### src/rtl/cgf_pkg.sv
package cgf_pkg;
  localparam int CGF_STAGES     = 5;
  localparam int CGF_SYNC_DEPTH = 2;
  localparam int CGF_CNT_W      = 7;
endpackage

### src/rtl/cgf_sync.sv
module cgf_sync #(
  parameter int DEPTH = 2
) (
  input  logic clk,
  input  logic rst,
  input  logic d,
  output logic q
);
  logic [DEPTH-1:0] stage_q;

  always_ff @(posedge clk) begin
    if (rst) stage_q <= '0;
    else     stage_q <= {stage_q[DEPTH-2:0], d};
  end

  assign q = stage_q[DEPTH-1];
endmodule

### src/rtl/cgf_tick.sv
module cgf_tick #(
  parameter int CNT_W = 7
) (
  input  logic       clk,
  input  logic       rst,
  input  logic       filt_en,
  input  logic [1:0] rate_sel,
  output logic       samp_en
);
  logic [CNT_W-1:0] cnt_q;
  logic [CNT_W-1:0] mask;

  always_ff @(posedge clk) begin
    if (rst) cnt_q <= '0;
    else     cnt_q <= cnt_q + 1'b1;
  end

  // low 2*sel+1 bits must be ones
  always_comb begin
    for (int b = 0; b < CNT_W; b++) mask[b] = (b <= 2 * int'(rate_sel));
  end

  assign samp_en = !filt_en || ((cnt_q & mask) == mask);

  // prescaled enable never fires on two adjacent clocks
  assert_tick_gap_R3: assert property (@(posedge clk) disable iff (rst)
    (filt_en && samp_en) |=> (!filt_en || !samp_en));
endmodule

### src/rtl/cgf_chain.sv
module cgf_chain #(
  parameter int STAGES = 5
) (
  input  logic clk,
  input  logic rst,
  input  logic samp_en,
  input  logic din,
  input  logic edge_sel,
  output logic lvl,
  output logic valid,
  output logic stb
);
  localparam int LCW = $clog2(STAGES + 1);

  logic [STAGES-1:0] hist_q;
  logic [LCW-1:0]    lows_q;
  logic              valid_q, lvl_q, stb_q;
  logic              all_hi, all_lo, lvl_d;

  assign all_hi = &hist_q;
  assign all_lo = ~|hist_q;
  assign lvl_d  = !valid_q ? 1'b0 : all_hi ? 1'b1 : all_lo ? 1'b0 : lvl_q;

  always_ff @(posedge clk) begin
    if (rst) begin
      hist_q  <= '0;
      lows_q  <= '0;
      valid_q <= 1'b0;
      lvl_q   <= 1'b0;
      stb_q   <= 1'b0;
    end else begin
      if (samp_en) begin
        hist_q <= {hist_q[STAGES-2:0], din};
        if (din) lows_q <= '0;
        else if (lows_q == LCW'(STAGES - 1)) valid_q <= 1'b1;
        else lows_q <= lows_q + 1'b1;
      end
      lvl_q <= lvl_d;
      stb_q <= (lvl_d != lvl_q) && (lvl_d == !edge_sel);
    end
  end

  assign lvl   = lvl_q;
  assign valid = valid_q;
  assign stb   = stb_q;

  assert_hold_R4: assert property (@(posedge clk) disable iff (rst)
    (valid_q && !all_hi && !all_lo) |=> $stable(lvl_q));
  assert_pass_R6: assert property (@(posedge clk) disable iff (rst)
    (valid_q && all_hi) |=> lvl_q);
  assert_invalid_low_R5: assert property (@(posedge clk) disable iff (rst)
    !valid_q |-> !lvl_q);
  assert_valid_sticky_R5: assert property (@(posedge clk) disable iff (rst)
    valid_q |=> valid_q);
  assert_strobe_change_R7: assert property (@(posedge clk) disable iff (rst)
    stb_q |-> (lvl_q != $past(lvl_q)));
  assert_strobe_single_R7: assert property (@(posedge clk) disable iff (rst)
    stb_q |=> !stb_q);
endmodule

### src/rtl/capture_glitch_filter.sv
module capture_glitch_filter
  import cgf_pkg::*;
#(
  parameter int STAGES     = CGF_STAGES,
  parameter int SYNC_DEPTH = CGF_SYNC_DEPTH,
  parameter int CNT_W      = CGF_CNT_W
) (
  input  logic       clk,
  input  logic       rst,
  input  logic       filt_en,
  input  logic [1:0] rate_sel,
  input  logic       edge_sel,
  input  logic       pin_in,
  output logic       filt_level,
  output logic       level_valid,
  output logic       cap_strobe
);
  logic pin_s, samp_en;

  cgf_sync #(.DEPTH(SYNC_DEPTH)) u_sync (
    .clk(clk), .rst(rst), .d(pin_in), .q(pin_s)
  );

  cgf_tick #(.CNT_W(CNT_W)) u_tick (
    .clk(clk), .rst(rst), .filt_en(filt_en), .rate_sel(rate_sel),
    .samp_en(samp_en)
  );

  cgf_chain #(.STAGES(STAGES)) u_chain (
    .clk(clk), .rst(rst), .samp_en(samp_en), .din(pin_s),
    .edge_sel(edge_sel), .lvl(filt_level), .valid(level_valid),
    .stb(cap_strobe)
  );

  // reset leaves all outputs low on the next cycle
  assert_reset_clear_R9: assert property (@(posedge clk)
    $past(rst) |-> (!filt_level && !level_valid && !cap_strobe));
endmodule

### config.mk
export PLATFORM = sky130hd
export DESIGN_NAME = capture_glitch_filter
export DESIGN_NICKNAME = d
export VERILOG_FILES = /design/src/rtl/cgf_pkg.sv /design/src/rtl/cgf_sync.sv /design/src/rtl/cgf_tick.sv /design/src/rtl/cgf_chain.sv /design/src/rtl/capture_glitch_filter.sv
export SDC_FILE = /design/constraint.sdc
export NUM_CORES = 1
export LEC_CHECK = 0
export BUFFER_PORTS_ARGS = -buffer_cell sky130_fd_sc_hd__buf_2
export CAP_MARGIN = 20
export CELL_PAD_IN_SITES_DETAIL_PLACEMENT = 0
export CELL_PAD_IN_SITES_GLOBAL_PLACEMENT = 1
export CORE_MARGIN = 2
export CORE_UTILIZATION = 26
export DETAILED_ROUTE_END_ITERATION = 6
export MAX_ROUTING_LAYER = met4
export PLACE_DENSITY_LB_ADDON = 0.2
export SLEW_MARGIN = 5
export SYNTH_ARGS = -nofsm -noshare
export SYNTH_HDL_FRONTEND = slang
export SYNTH_SLANG_ARGS = --single-unit
### constraint.sdc
create_clock -name clk -period 1.7 [get_ports clk]
set_input_delay 0.34 -clock clk [delete_from_list [all_inputs] [get_ports clk]]
set_output_delay 0.34 -clock clk [all_outputs]
set_load 0.02 [all_outputs]
# Word-level counts from Yosys, hierarchy flattened
# Cells that the tools add are included.
dict set report word_totals {
  in_bits 7
  out_inout_bits 3
  word_cells 36
  regBits 20
}
dict set report classes {
  n_eq_ne 5
  magnitude_cmp 7
  n_reduce_logical 8
  addsub 2
  mux 5
  n_bitwise 2
}
# cell n
set ops {}
lappend ops {{$le 3x3->1 const A} 3}
lappend ops {{$add 7x1->7 const B} 1}
lappend ops {{$and 7x7->7} 1}
lappend ops {{$eq 7x7->1} 1}
lappend ops {{$le 1x3->1 const A} 2}
lappend ops {{$le 2x3->1 const A} 2}
lappend ops {{$mux 3} 2}
lappend ops {{$reduce_and 5->1} 1}
lappend ops {{$reduce_or 5->1} 1}
lappend ops {{$add 3x1->3 const B} 1}
lappend ops {{$eq 3x3->1 const B} 1}
lappend ops {{$mux 1} 3}
lappend ops {{$reduce_and 3->1} 1}
lappend ops {{$logic_not 1->1} 2}
lappend ops {{$ne 2x2->1 const B} 1}
lappend ops {{$reduce_and 2->1} 1}
lappend ops {{$eq 1x1->1} 1}
lappend ops {{$logic_and 1x1->1} 1}
lappend ops {{$logic_or 1x1->1} 1}
lappend ops {{$ne 1x1->1} 1}
lappend ops {{$not 1->1} 1}

# Logic depth before layout (Yosys ltp)
# Gate-level depths: netlist of run 1.
dict set report depth {
  word_depth 6
  mapped_depth 6
  depth_no_buf 6
}

# Cells and area by module
# Synthesis of run 1 repeated with hierarchy kept, for this count alone.
dict set report unflattened {
  hier_cells 89
  area_unflattened_um2 852.1
}
# module area_per_inst_um2 seq_area_each_um2 instances cells_each
set by_module_without_submodules {}
lappend by_module_without_submodules {cgf_chain 491.7 220.2 1 51}
lappend by_module_without_submodules {cgf_tick 307.8 140.1 1 34}
lappend by_module_without_submodules {cgf_sync 52.6 40.0 1 4}

# Least setup slack after synthesis of run 1
# OpenSTA, ideal clock, no wires.
dict set report synth_timing {
  path_type {reg-to-reg}
  startpoint {register u_chain.lows_q[0]}
  endpoint {register u_chain.lows_q[0]}
  path_buffers 0
  t_arrival_ps 1304
  path_slack_ps 275
  required_time_ps 1579
  stages_incl_launch_ff 7
  cell_sequence {dfxtp_1 inv_1 ha_1 and3b_2 nor2_2 a31oi_4 mux2_4}
}
dict set report synth_between {
  elab_chain_len 3
  word_cells_on_any_way 6
}
# item line
set synth_rtl {}
lappend synth_rtl {{from (decl)} cgf_chain.sv:16} ;# logic [LCW-1:0] lows_q;
lappend synth_rtl {{from (signal assigned)} cgf_chain.sv:36} ;# else lows_q <= lows_q + 1'b1;
lappend synth_rtl {{$add 3x1->3 or $eq 3x3->1 (tied branches)} {cgf_chain.sv:36, cgf_chain.sv:35}}
lappend synth_rtl {{$mux 3 or $ne 2x2->1 (tied branches)} --}
lappend synth_rtl {{$mux 3 or $reduce_and 2->1 (tied branches)} --}
# Parallel ways exist; a longest one is shown, timed or not. The select of a mux whose other input is x is not followed.
# A chain may end at the register's enable or synchronous reset.

# Worst setup path in the final report of run 1
# Same ends and word-level chain as after synthesis.

==> results of run 1 <==
-- registers in the layout, indices dropped and copies added (netlist names) --
name / count
u_chain.lvl: 1
u_tick.cnt_q: 7
u_chain.hist_q: 5
u_sync.stage_q: 2
u_chain.stb: 1
u_chain.valid: 1
u_chain.lows_q: 3
-- placed cells by master (no fill, tap or decap), types with 2 or more instances in the layout --
cell type,n
ha_1,3
dfxtp_1,20
nand3_1,8
nand2b_1,2
nor2b_1,8
o21ai_0,7
nor3b_1,5
inv_1,6
clkbuf_8,3
xnor2_1,2
xor2_1,2
a21oi_1,7
nor2_1,15
nand4_1,6
buf_2,9
nor3_1,4
nand3_2,2
nand2_1,8
buf_4,4
-- worst max-delay path: cells and delay by family (launching register included) --
family | cells | cell delay, ns
buffers and inverters | 1 | 0.07
DFF | 1 | 0.38
AOI/OAI and AO/OA | 1 | 0.11
adders and majority gates | 1 | 0.21
muxes | 1 | 0.30
and+or+nand+nor | 2 | 0.34
-- power by group --
| group | switching [W] | internal, W |
|---|---|---|
| Combinational | 0.0000629 | 0.0000453 |
| Clock | 0.000166 | 0.000314 |
| Sequential | 0.0000164 | 0.000484 |
| Total | 0.000245 | 0.000843 |
-- routing by layer --
layer / global-route usage / share of wire / vias up
li1: - / - / 474
met1: 0.150 / 0.53 / 412
met2: 0.175 / 0.44 / 8
met3: 0.0244 / 0.026 / 2
met4: 0.0441 / 0.0061 / 0
met5: - / 0 / -
-- cell type report --
cell class	instances	area, um^2	area share
Inverter	6	22.5	0.0179
Clock buffer	3	41.3	0.0328
Multi-Input combinational cell	97	627	0.498
Clock inverter	1	30.0	0.0239
Sequential cell	20	400	0.318
Timing Repair Buffer	13	75.1	0.0596
Tap cell	50	62.6	0.0497
-- stage by stage --
step                      cells  total power [W]
final                       190          0.00109
after detailed placement    186         0.000619
after global routing        190          0.00115
after global placement      186         0.000619
after floorplan             129         0.000587
after CTS                   190          0.00110
-- kinds of logic (layout without fill, tap and decap cells) --
kind of cell    Yosys count  after routing  share of synthesized area
fa+ha+maj                 3              3                     0.0343
xor+xnor                  4              4                     0.0320
buf+inv                  12             23                     0.0617
flops                    20             20                      0.366
mux                       3              3                     0.0331
simple gates             63             63                      0.311
compound gates           24             24                      0.162
-- worst paths after layout --
path	slack, ns	start	cells past startpoint	endpoint
max reg2reg	0.18	u_chain.lows_q[0]$_SDFFE_PP0P_	6	u_chain.lows_q[0]$_SDFFE_PP0P_
max	0.18	u_chain.lows_q[0]$_SDFFE_PP0P_	6	u_chain.lows_q[0]$_SDFFE_PP0P_
min	0.28	pin_in	2	u_sync.stage_q[0]$_SDFF_PP0_
min reg2reg	0.44	u_sync.stage_q[0]$_SDFF_PP0_	1	u_sync.stage_q[1]$_SDFF_PP0_
==> results.txt, run 1 <==
worst vdd ir: 402 uV
Leak: 0.485 nW
residual DRC count: 0
ratio of cells with drive above 1 in the final layout: 0.200
# setup viols final: 0
Max Cap Viol: 0
Finished Cell Area: 1260 um^2
Max Slew Vio Count: 0
Mapped Cells: 129
number of antenna violations at the first check in global routing: 0
vias in the first global route: 853
EDFF count, synth: 0
slew margin rel.: 0.685
power per cell area: 865 nW/um^2
RSZ-0062 raised after global routing: no
CTS Hold Bufs: 0
count leader, synth: dfxtp_1
worst skew pair latency: 0.26 ns
first-pass GRT wire length: 3.97 mm
CTS H-tree lvls: 1
Min-Delay Path Class: input port to register
via count: 896
Slew @ Worst Pin: 0.473 ns
post-CTS resize count: 0
Distinct cells, synth: 37
Synthesis Warnings: 0
setup TNS: 0 ns
final hold vios: 0
ratio of final minimum period to clock period: 0.897
FILL cells: 447
critical path class: register to register
CP Max Fanout: 3
die span in x: 68.9 um
DRT Pass-1 Iters: 7
Fmax: 656 MHz
final worst slack: 0.176 ns
Synth top area share: 0.366
Seq cells post-synth: 20
Layout area overhead: 15.0%
max incr delay on CP: 0.38 ns
overflow left after global routing: 0
DR iter-0 viols: 55
Starting Density: 0.272
pin count of the biggest net entering global routing: 28
post-route core utilization: 0.312
Top Ports: 10
ranking of synthesized cells by area: dfxtp_1, nor2_1, nor2b_1
full die area: 4750 um^2
WL/cell: 12.1 um
Longest Clk Path Bufs: 2
Routed Antenna Nets: 0
# rows: 23
Final Net Count: 151
Total GRT Usage: 0.115
n_diodes: 0
synthesized area: 1090 um^2
Main synth FF type: dfxtp_1
DR vias/cell: 4.72
TritonCTS clock tree: yes
Final Skew: 0.00889 ns
core footprint: 4030 um^2
Required @ worst endpoint: 1.86 ns
Syn Area/Cell: 8.49 um^2
outcome: finished, final reports clean
gpl congestion: 0.727
final worst path period need: 1.52 ns
arrival time worst endpoint: 1.68 ns
area post-placement: 1190 um^2
CP max-delay cell: dfxtp_1
CTS sink count: 20
Post-synth top cells: dfxtp_1, nor2_1, nand2_1, nand3_1, nor2b_1
Hold Worst Slack: 0.284 ns
Worst Setup Start Kind: register
die height: 68.9 um
Syn Nets: 139
area leader, netlist: dfxtp_1
IO Port Bufs: 9
Clk Tree Root Cell: clkbuf_8
DP HPWL: 1.65 mm
final WL: 2.30 mm
clock-pin slew on the worst setup and hold paths: 0.08 ns
crit end category: register
post-synthesis sequential area ratio: 0.366
cts bufs inserted: 3
CP cell instances: inv_1 -> ha_1 -> and3b_2 -> nor2_2 -> a31oi_4 -> mux2_4
share of synthesized registers carrying an async set or reset: 0
postcts setup bufs: 0
DP Worst Slack: 0.192 ns
(Power assumes the default switching activity.)
==> run 2, diff against run 1 <==
CORE_MARGIN = unset   (was 2)
==> results.txt, run 2 (synthesis results as in run 1) <==
outcome: finished, final reports clean
Clk Tree Root Cell: clkbuf_8
Final Skew: 0.00252 ns (-0.00637 ns)
fraction of power spent switching nets: 0.242 (+0.0164)
gpl congestion: 0.765 (+5.3%)
IO Port Bufs: 9 (unchanged)
worst skew pair latency: 0.26 ns (about the same)
TritonCTS clock tree: yes
Required @ worst endpoint: 1.85 ns (about the same)
max incr delay on CP: 0.36 ns (-0.02 ns)
DR vias/cell: 4.88 (+3.5%)
post-route core utilization: 0.308 (-0.00404)
power per cell area: 780 nW/um^2 (-9.8%)
Worst Setup Start Kind: register
Non-Filler Instances: 190 (unchanged)
final WL: 2.24 mm (-2.5%)
CTS H-tree lvls: 1 (unchanged)
setup TNS: 0 ns (unchanged)
die span in x: 66.9 um (-2.9%)
DP HPWL: 1.68 mm (+1.4%)
WL/cell: 11.8 um (-2.5%)
number of antenna violations at the first check in global routing: 0 (unchanged)
via count: 927 (+3.5%)
ratio of final minimum period to clock period: 0.893 (-0.00307)
Int Power: 0.000735 W (-13%)
# rows: 23 (unchanged)
Max Cap Viol: 0 (unchanged)
Top Usage Layer GRT: met2
Longest Clk Path Bufs: 2 (unchanged)
crit end category: register
cts bufs inserted: 3 (unchanged)
FF+latch area: 400 um^2 (unchanged)
CP Buf/Inv Count: 1 (unchanged)
Routed Antenna Nets: 0 (unchanged)
critical path class: register to register
Total GRT Usage: 0.114 (-0.00121)
pin count of the biggest net entering global routing: 28 (unchanged)
RSZ-0062 raised after global routing: no
grt met2 use: 0.168 (-0.00755)
first-pass GRT wire length: 3.66 mm (-7.7%)
Layout area overhead: 13.5%
max reg flops: 7 (unchanged)
Min-Delay Path Class: input port to register
Net Sw Power: 0.000234 W (-4.4%)
vias in the first global route: 790 (-7.4%)
biggest regs: u_tick.cnt_q: 7 flops, u_chain.hist_q: 5 flops, u_chain.lows_q: 3 flops
Final Net Count: 151 (unchanged)
Clk pwr share: 0.374 (-0.067)
CTS sink count: 20 (unchanged)
Flop pwr share: 0.515 (+0.056)
CP Max Fanout: 3 (unchanged)
CP cell instances: inv_1 -> ha_1 -> and3b_2 -> nor2_1 -> a31oi_4 -> mux2_4
dpl cells: 186 (unchanged)
grt met1 use: 0.149 (-0.00122)
CTS Hold Bufs: 0 (unchanged)
ratio of cells with drive above 1 in the final layout: 0.200 (unchanged)
# setup viols final: 0 (unchanged)
Max Slew Vio Count: 0 (unchanged)
Top delay family on crit path: simple AND/OR/NAND/NOR gates
final worst path period need: 1.52 ns (-0.00521 ns)
Leak: 0.479 nW (-1.4%)
worst vdd ir: 194 uV (-52%)
Starting Density: 0.272 (unchanged)
DR iter-0 viols: 44 (-20%)
slew margin rel.: 0.689 (+0.00419)
post-CTS resize count: 0 (unchanged)
arrival time worst endpoint: 1.67 ns (about the same)
core footprint: 4030 um^2 (unchanged)
Fmax: 658 MHz (+0.34%)
n_diodes: 0 (unchanged)
die height: 66.9 um (-2.9%)
commonest non-fill, non-tap cell in the layout: dfxtp_1
full die area: 4470 um^2 (-5.7%)
Slew @ Worst Pin: 0.466 ns (-0.00628 ns)
final hold vios: 0 (unchanged)
most frequent cells in the layout: dfxtp_1, nor2_1, buf_2
DRT Pass-1 Iters: 4 (-3)
CP max-delay cell: dfxtp_1
clock-pin slew on the worst setup and hold paths: 0.07 ns (about the same)
Comb power frac: 0.111 (+0.012)
overflow left after global routing: 0 (unchanged)
FILL cells: 443 (-0.89%)
postcts setup bufs: 0 (unchanged)
Top Ports: 10 (unchanged)
met3 usage: 0.0205 (-0.00380)
residual DRC count: 0 (unchanged)
Top reg by flops: u_tick.cnt_q
multi-input logic area: 627 um^2 (unchanged)
[run 2: cell types whose count changed in the layout (fill, tap and decap cells not counted)]
cell       change
bufinv_16      -1
clkbuf_8       +1
[run 2: worst register-to-register path, cell delays in order, from the launching register on]
cell	delay (ns)
dfxtp_1	0.36
inv_1	0.07
ha_1	0.21
and3b_2	0.22
nor2_1	0.18
a31oi_4	0.06
mux2_4	0.31
[run 2: through the flow]
step,instance area (um^2),worst slack (ns),hold WS (ns),total power (W)
2_1_floorplan,1090,0.275,0.414,0.000587
3_3_place_gp,1190,0.233,0.419,0.000618
3_5_place_dp,1190,0.177,0.427,0.000619
4_1_cts,1240,0.169,0.286,0.000989
5_1_grt,1240,0.0796,0.307,0.00102
6_report,1240,0.181,0.288,0.000969
[run 2: layout make-up]
type                            instances  share of cell area
Sequential cell                        20               0.322
Clock buffer                            4              0.0443
Tap cell                               50              0.0504
Inverter                                6              0.0181
Timing Repair Buffer                   13              0.0604
Multi-Input combinational cell         97               0.505
[run 2: routing by layer]
| layer | up-vias | wire [um] |
|---|---|---|
| li1 | 474 | - |
| met3 | 4 | 71 |
| met2 | 13 | 1020 |
| met4 | 0 | 30 |
| met5 | - | 0 |
| met1 | 436 | 1120 |
[run 2: final timing paths]
| path | cells past startpoint | to | from | slack [ns] |
|---|---|---|---|---|
| max | 6 | u_chain.lows_q[0]$_SDFFE_PP0P_ | u_chain.lows_q[0]$_SDFFE_PP0P_ | 0.18 |
| min | 2 | u_sync.stage_q[0]$_SDFF_PP0_ | pin_in | 0.29 |
| max reg2reg | 6 | u_chain.lows_q[0]$_SDFFE_PP0P_ | u_chain.lows_q[0]$_SDFFE_PP0P_ | 0.18 |
| min reg2reg | 1 | u_sync.stage_q[1]$_SDFF_PP0_ | u_sync.stage_q[0]$_SDFF_PP0_ | 0.44 |
[run 2: power by group through the flow]
| stage | Sequential [W] | Clock (W) | Combinational (W) |
|---|---|---|---|
| global placement | 0.000510 | 0 | 0.000108 |
| detailed placement | 0.000510 | 0 | 0.000108 |
| floorplan | 0.000505 | 0 | 0.0000816 |
| CTS | 0.000499 | 0.000381 | 0.000109 |
| finish | 0.000499 | 0.000363 | 0.000108 |
| global route | 0.000502 | 0.000399 | 0.000122 |
